===== src/rtl/vid_ramp_pkg.sv =====
package vid_ramp_pkg;

    // Slew type carried with each command; encoding is fixed by the command port
    typedef enum logic [1:0] {
        SLEW_SOFT  = 2'b00,
        SLEW_FAST  = 2'b01,
        SLEW_SLOW  = 2'b10,
        SLEW_DECAY = 2'b11
    } slew_e;

    typedef enum logic [1:0] {
        PH_OFF  = 2'b00,
        PH_BOOT = 2'b01,
        PH_RUN  = 2'b10
    } phase_e;

endpackage


===== src/rtl/vid_target_calc.sv =====
module vid_target_calc #(
    parameter int CODE_W = 8
) (
    input  logic [CODE_W-1:0] vid,
    input  logic [CODE_W-1:0] offset,
    output logic [CODE_W-1:0] target,
    output logic              shutdown
);
    localparam int SUM_W = CODE_W + 2;

    logic signed [SUM_W-1:0] sum;

    always_comb begin
        sum      = $signed({2'b00, vid}) + $signed({{2{offset[CODE_W-1]}}, offset});
        shutdown = (vid == '0);
        // clamp the offset sum into the code range
        if (shutdown)
            target = '0;
        else if (sum[SUM_W-1])
            target = '0;
        else if (sum[CODE_W])
            target = '1;
        else
            target = sum[CODE_W-1:0];
    end
endmodule


===== src/rtl/vid_rate_sel.sv =====
module vid_rate_sel
    import vid_ramp_pkg::*;
#(
    parameter int RATE_W = 8,
    parameter int FRAC_W = 2,
    parameter int DIV_W  = 2,
    parameter int SOFT_Q = 10
) (
    input  slew_e                     mode,
    input  logic [RATE_W-1:0]         fast_rate,
    input  logic [DIV_W-1:0]          slow_div,
    output logic [RATE_W+FRAC_W-1:0]  rate_q
);
    localparam int RQ_W = RATE_W + FRAC_W;
    localparam int NOPT = 2 ** DIV_W;

    logic [RQ_W-1:0] fast_q;
    logic [RQ_W-1:0] slow_opt [NOPT];

    assign fast_q = {fast_rate, {FRAC_W{1'b0}}};

    // one pre-shifted slow rate per divisor setting
    for (genvar g = 0; g < NOPT; g++) begin : g_slow
        assign slow_opt[g] = fast_q >> (NOPT - g);
    end

    always_comb begin
        unique case (mode)
            SLEW_SOFT: rate_q = RQ_W'(SOFT_Q);
            SLEW_SLOW: rate_q = slow_opt[slow_div];
            default:   rate_q = fast_q;   // fast, and decay upward
        endcase
    end
endmodule


===== src/rtl/vid_step_pacer.sv =====
module vid_step_pacer #(
    parameter int RQ_W   = 10,
    parameter int ACC_W  = 12,
    parameter int STEP_Q = 20
) (
    input  logic            clk,
    input  logic            rst_n,
    input  logic            tick,
    input  logic            active,
    input  logic            clear,
    input  logic [RQ_W-1:0] rate_q,
    output logic            step
);
    logic [ACC_W-1:0] acc_d, acc_q;

    assign step = active && (acc_q >= ACC_W'(STEP_Q));

    always_comb begin
        acc_d = acc_q;
        if (clear || !active) begin
            acc_d = '0;
        end else begin
            if (step) acc_d = acc_d - ACC_W'(STEP_Q);
            if (tick) acc_d = acc_d + ACC_W'(rate_q);
        end
    end

    always_ff @(posedge clk or negedge rst_n) begin
        if (!rst_n) acc_q <= '0;
        else        acc_q <= acc_d;
    end
endmodule


===== src/rtl/vid_ramp.sv =====
module vid_ramp
    import vid_ramp_pkg::*;
#(
    parameter int CODE_W = 8,
    parameter int RATE_W = 8,
    parameter int FRAC_W = 2,
    parameter int DIV_W  = 2,
    parameter int STEP_Q = 20,
    parameter int SOFT_Q = 10
) (
    input  logic              clk,
    input  logic              rst_n,
    input  logic              us_tick,
    input  logic              enable,
    input  logic              cmd_load,
    input  logic [CODE_W-1:0] cmd_vid,
    input  logic [1:0]        cmd_slew,
    input  logic [CODE_W-1:0] vid_offset,
    input  logic [CODE_W-1:0] boot_code,
    input  logic [RATE_W-1:0] fast_rate,
    input  logic [DIV_W-1:0]  slow_div,
    output logic [CODE_W-1:0] dac_code,
    output logic              ramping,
    output logic              at_target
);
    localparam int RQ_W  = RATE_W + FRAC_W;
    localparam int ACC_W = RQ_W + 2;

    typedef struct packed {
        phase_e            ph;
        slew_e             mode;
        logic [CODE_W-1:0] code;
        logic [CODE_W-1:0] tgt;
        logic              ramp;
        logic              hit;
    } ramp_st_t;

    ramp_st_t          st_d, st_q;
    logic [CODE_W-1:0] eff_tgt;
    logic              go_zero;
    logic [RQ_W-1:0]   rate_q;
    logic              step;
    logic              clr_d;
    slew_e             cmd_kind;

    assign cmd_kind = slew_e'(cmd_slew);

    vid_target_calc #(.CODE_W(CODE_W)) u_tgt (
        .vid      (cmd_vid),
        .offset   (vid_offset),
        .target   (eff_tgt),
        .shutdown (go_zero)
    );

    vid_rate_sel #(.RATE_W(RATE_W), .FRAC_W(FRAC_W), .DIV_W(DIV_W), .SOFT_Q(SOFT_Q)) u_rate (
        .mode      (st_q.mode),
        .fast_rate (fast_rate),
        .slow_div  (slow_div),
        .rate_q    (rate_q)
    );

    vid_step_pacer #(.RQ_W(RQ_W), .ACC_W(ACC_W), .STEP_Q(STEP_Q)) u_pace (
        .clk    (clk),
        .rst_n  (rst_n),
        .tick   (us_tick),
        .active (st_q.ramp),
        .clear  (clr_d),
        .rate_q (rate_q),
        .step   (step)
    );

    always_comb begin
        st_d     = st_q;
        st_d.hit = 1'b0;
        clr_d    = 1'b0;
        if (!enable) begin
            // disabled holds everything at zero
            st_d.ph   = PH_OFF;
            st_d.mode = SLEW_SOFT;
            st_d.code = '0;
            st_d.tgt  = '0;
            clr_d     = 1'b1;
        end else if (st_q.ph == PH_OFF) begin
            // soft start from zero toward the boot code
            st_d.ph   = PH_BOOT;
            st_d.mode = SLEW_SOFT;
            st_d.tgt  = boot_code;
            clr_d     = 1'b1;
        end else if (cmd_load) begin
            // retarget from the present code, fresh credit
            st_d.ph   = PH_RUN;
            st_d.mode = cmd_kind;
            st_d.tgt  = eff_tgt;
            clr_d     = 1'b1;
            if (go_zero)
                st_d.code = '0;
            else if (cmd_kind == SLEW_DECAY && eff_tgt < st_q.code)
                st_d.code = eff_tgt;
        end else if (step && st_q.code != st_q.tgt) begin
            if (st_q.tgt > st_q.code) st_d.code = st_q.code + 1'b1;
            else                      st_d.code = st_q.code - 1'b1;
            st_d.hit = (st_d.code == st_q.tgt);
        end
        st_d.ramp = (st_d.ph != PH_OFF) && (st_d.code != st_d.tgt);
    end

    always_ff @(posedge clk or negedge rst_n) begin
        if (!rst_n) begin
            st_q <= '{ph: PH_OFF, mode: SLEW_SOFT, code: '0, tgt: '0, ramp: 1'b0, hit: 1'b0};
        end else begin
            st_q <= st_d;
        end
    end

    assign dac_code  = st_q.code;
    assign ramping   = st_q.ramp;
    assign at_target = st_q.hit;
endmodule


===== config.mk =====
export PLATFORM = sky130hd
export DESIGN_NAME = vid_ramp
export DESIGN_NICKNAME = d
export VERILOG_FILES = /design/src/rtl/vid_ramp_pkg.sv /design/src/rtl/vid_target_calc.sv /design/src/rtl/vid_rate_sel.sv /design/src/rtl/vid_step_pacer.sv /design/src/rtl/vid_ramp.sv
export SDC_FILE = /design/constraint.sdc
export NUM_CORES = 1
export LEC_CHECK = 0
export CAP_MARGIN = 20
export CORE_MARGIN = 10
export CORE_UTILIZATION = 58
export DETAILED_ROUTE_END_ITERATION = 16
export PLACE_DENSITY = 0.83
export SLEW_MARGIN = 30
export SYNTH_ARGS = -nofsm -noshare
export SYNTH_HDL_FRONTEND = slang
export SYNTH_HIERARCHICAL = 1
export SYNTH_SLANG_ARGS = --single-unit
export TNS_END_PERCENT = 10

===== constraint.sdc =====
create_clock -name clk -period 4.3 [get_ports clk]
set_input_delay 0.645 -clock clk [delete_from_list [all_inputs] [get_ports clk]]
set_output_delay 0.645 -clock clk [all_outputs]
set_load 0.02 [all_outputs]

==> results.sh <==
export IMPL_final_seq_area_sq_um=851
export IMPL_outcome="finished with violations"
export IMPL_die_area_sq_um=11000
export IMPL_violations="setup timing"
export IMPL_rsz0062_at_grt="true"
export IMPL_timing_slew_headroom_pct=47.0
export IMPL_setup_ws_ns=-0.378
export IMPL_crit_path_max_incr_delay_ns=0.55
export IMPL_routed_wl_met2_mm=6.80
export IMPL_route_antenna_remaining_nets=0
export IMPL_grt_pass1_wl_mm=21.7
export IMPL_first_global_vias=4418
export IMPL_synth_nets=569
export IMPL_yosysUniqueCellTypes=72
export IMPL_max_vdd_ir_drop_mv=0.205
export IMPL_critPathTopFamily="compound AO/OA/AOI/OAI gates"
export IMPL_rows=30
export IMPL_placedCellCount=657
export IMPL_drive_above_1_share_pct=22.6
export IMPL_path_cells="dlygate4sd2_1 -> ha_4 -> o211ai_1 -> o21a_1 -> o21ai_2 -> mux2_4 -> o21a_1 -> ha_2 -> or4_4 -> a21oi_4 -> o31a_1 -> mux2_4 -> a221o_2 -> xor2_1 -> a41oi_2 -> nor4_2 -> o211ai_1"
export IMPL_clock_skew_ns=0.00995
export IMPL_fmax_mhz=214
export IMPL_drt_iter0_markers=291
export IMPL_post_drt_via_cell_ratio=6.34
export IMPL_tightest_slew_ns=0.786
export IMPL_maxCapViolCount=0
export IMPL_avgSynthCellArea_sq_um=8.62
export IMPL_crit_path_end_kind="flip-flop"
export IMPL_required_ns=4.46
export IMPL_synthTopCellsByCount="44 x nor2_1, 42 x ha_1, 34 x dfrtp_1"
export IMPL_grt_overflow=0
export IMPL_final_util_pct=78.9
export IMPL_critPathLaunchType="input port"
export IMPL_ioPinCount=51
export IMPL_wl_met3_mm=1.00
export IMPL_synth_edf_count=0
export IMPL_drtPass1Iterations=7
export IMPL_worst_path_max_fanout=7
export IMPL_multiInputGateArea_sq_um=3240
export IMPL_vias=4319
export IMPL_wire_per_inst_um=20.5
export IMPL_syn_area_sq_um=4160
export IMPL_htreeDepth=2
export IMPL_arrival_ns=4.84
export IMPL_coreArea_sq_um=6870
export IMPL_async_reset_ff_share_pct=100
export IMPL_dp_hpwl_mm=9.87
export IMPL_synth_most_common_cell="nor2_1"
export IMPL_drt_wl_total_mm=14.0
export IMPL_syn2layout_area_growth_pct=30.2
export IMPL_place_congestion=0.962
export IMPL_crit_buf_inv=1
export IMPL_port_buffer_count=50
export IMPL_crit_slowest_cell="or4_4"
export IMPL_synth_area_leaders="dfrtp_1 20%, ha_1 13%, mux2i_1 5.3%"
export IMPL_yosysWarnings=6
export IMPL_yosysTopAreaCellShare_pct=20.4
export IMPL_setup_violations=1
export IMPL_synth_main_ff_cell="dfrtp_1"
export IMPL_synthCells=483
export IMPL_fp_dieH_um=105
export IMPL_finalInstanceArea_sq_um=5420
export IMPL_ys_seq_area_share_pct=20.4
export IMPL_initial_core_util_pct=60.6
export IMPL_min_period_ns=4.68
export IMPL_yosysTopAreaCell="dfrtp_1"
export IMPL_leakage_nw=2.45
export IMPL_setup_tns_ns=-0.378
export IMPL_cts_tree="yes"
export IMPL_cts_buffer_depth=2
export IMPL_clk_insertion_delay_late_ns=0.30
export IMPL_hold_viol_final=0
export IMPL_path_class="input port to flip-flop"
export IMPL_p_per_area_nw_per_um2=269
export IMPL_placed_cell_area_sq_um=5040
export IMPL_clkTransAtPathRegs_ns=0.08
export IMPL_ys_ff_latch=34
export IMPL_fin_nets=669
export IMPL_die_x_um=105
export IMPL_cts_sinks=34
export IMPL_power_mw=1.46
export IMPL_drc=0
export IMPL_dp_slack_ns=-0.908
export IMPL_maxUsedRoutingLayer="met4"
export IMPL_antenna_found_initial=2
export IMPL_grt_max_degree=35
export IMPL_cts_made_buffers=5
export IMPL_groute_usage_overall_pct=23.6
export IMPL_final_instance_count_excl_fill=681
export IMPL_wl_met1_mm=5.58
export IMPL_fill_cells=465
export IMPL_drv_slew=0
export IMPL_hold_class="flip-flop to flip-flop"
export IMPL_period_share_pct=109
export IMPL_holdWs_ns=0.621
export IMPL_cts_root_buf="clkbuf_8"
## report_power, final
group	internal [mW]	switching, mW	total [mW]
combinational	0.366	0.422	0.787
sequential	0.337	0.0216	0.359
clock	0.186	0.127	0.312
total	0.888	0.570	1.46
## final cells by class
type / instances / share of cell area [%]
Tap cell: 96 / 2.22
Multi-Input combinational cell: 400 / 59.9
Timing Repair Buffer: 114 / 18.1
Clock inverter: 1 / 0.554
Sequential cell: 34 / 15.7
Clock buffer: 6 / 1.52
Antenna cell: 2 / 0.0923
Inverter: 28 / 1.94
## kinds of logic (layout without fill, tap and decap cells)
logic type	count (synthesis)	in the layout	synth area share, %
AO/OA/AOI/OAI	153	153	26.4
XOR/XNOR	36	36	7.75
adder cells (fa/ha/maj)	45	45	14.1
buffers and inverters	49	149	5.74
flip-flops	34	34	20.4
multiplexers	33	33	8.53
other	0	2	0
AND/OR/NAND/NOR	133	133	17.1
## path summary, 6_finish.rpt
check / startpoint / slack, ns / end / depth (start not counted)
worst max-delay path: cmd_vid[2] / -0.38 / ramping / 17
worst min-delay path: st_q[20] / 0.62 / st_q[20] / 1
worst max register to register: st_q[3] / 0.16 / ramping / 18
worst min register to register: st_q[20] / 0.62 / st_q[20] / 1
max in group asynchronous: rst_n / 3.21 / dac_code[3] / 2
min in group asynchronous: rst_n / 0.76 / st_q[19] / 2
## flip-flops by register name, indices dropped and copies added, names as in the netlist
signal and count:
u_pace/acc_q 12, at_target 1, st_q 12, dac_code 8, ramping 1
## cells in the final DEF, fill, tap and decap left out, drive strengths merged, types with 4 or more instances in the layout
cell and n:
clkdlybuf4s50 34, xor2 20, nand4 8, mux2i 22, clkbuf 7, a21oi 34, nand3 5, dfrtp 34
o21a 13, inv 28, nor3 12, nor4 5, or3 6, or4 4, mux2 11, nor2 45
nand2 24, xnor2 16, a211oi 17, buf 66, ha 42, a21o 10, a31oi 6, dlygate4sd2 9
o211ai 7, nor2b 4, a221o 4, o21ai 28, nand2b 6, and3 4, a32oi 4
## worst reg2reg max path, cell delays in order, from the launching register on
cell	delay [ns]
dfrtp_1	0.42
ha_1	0.31
nor2b_1	0.14
o21ai_0	0.09
nand2b_1	0.08
a21oi_1	0.10
o21ai_0	0.28
o21a_1	0.27
inv_1	0.10
ha_1	0.28
a211oi_1	0.31
nor2_1	0.10
xor2_1	0.18
a32o_1	0.29
a311oi_2	0.26
xnor2_1	0.20
a41oi_2	0.16
nor4_2	0.31
o211ai_1	0.12
## routing by layer
metal,GRT usage [%],vias to the layer above
li1,-,2003
met1,27.6,2024
met2,39.8,235
met3,4.48,57
met4,13.0,0
met5,0,-
## what timing repair did
action                     CTS  global route
hold endpoints to repair     0             0
resized for setup           35            16
setup endpoints to repair    4             5
hold buffers                 0             0
setup buffers               12             3
pin swaps                   20            14
Power figures use the tool's default switching activity.
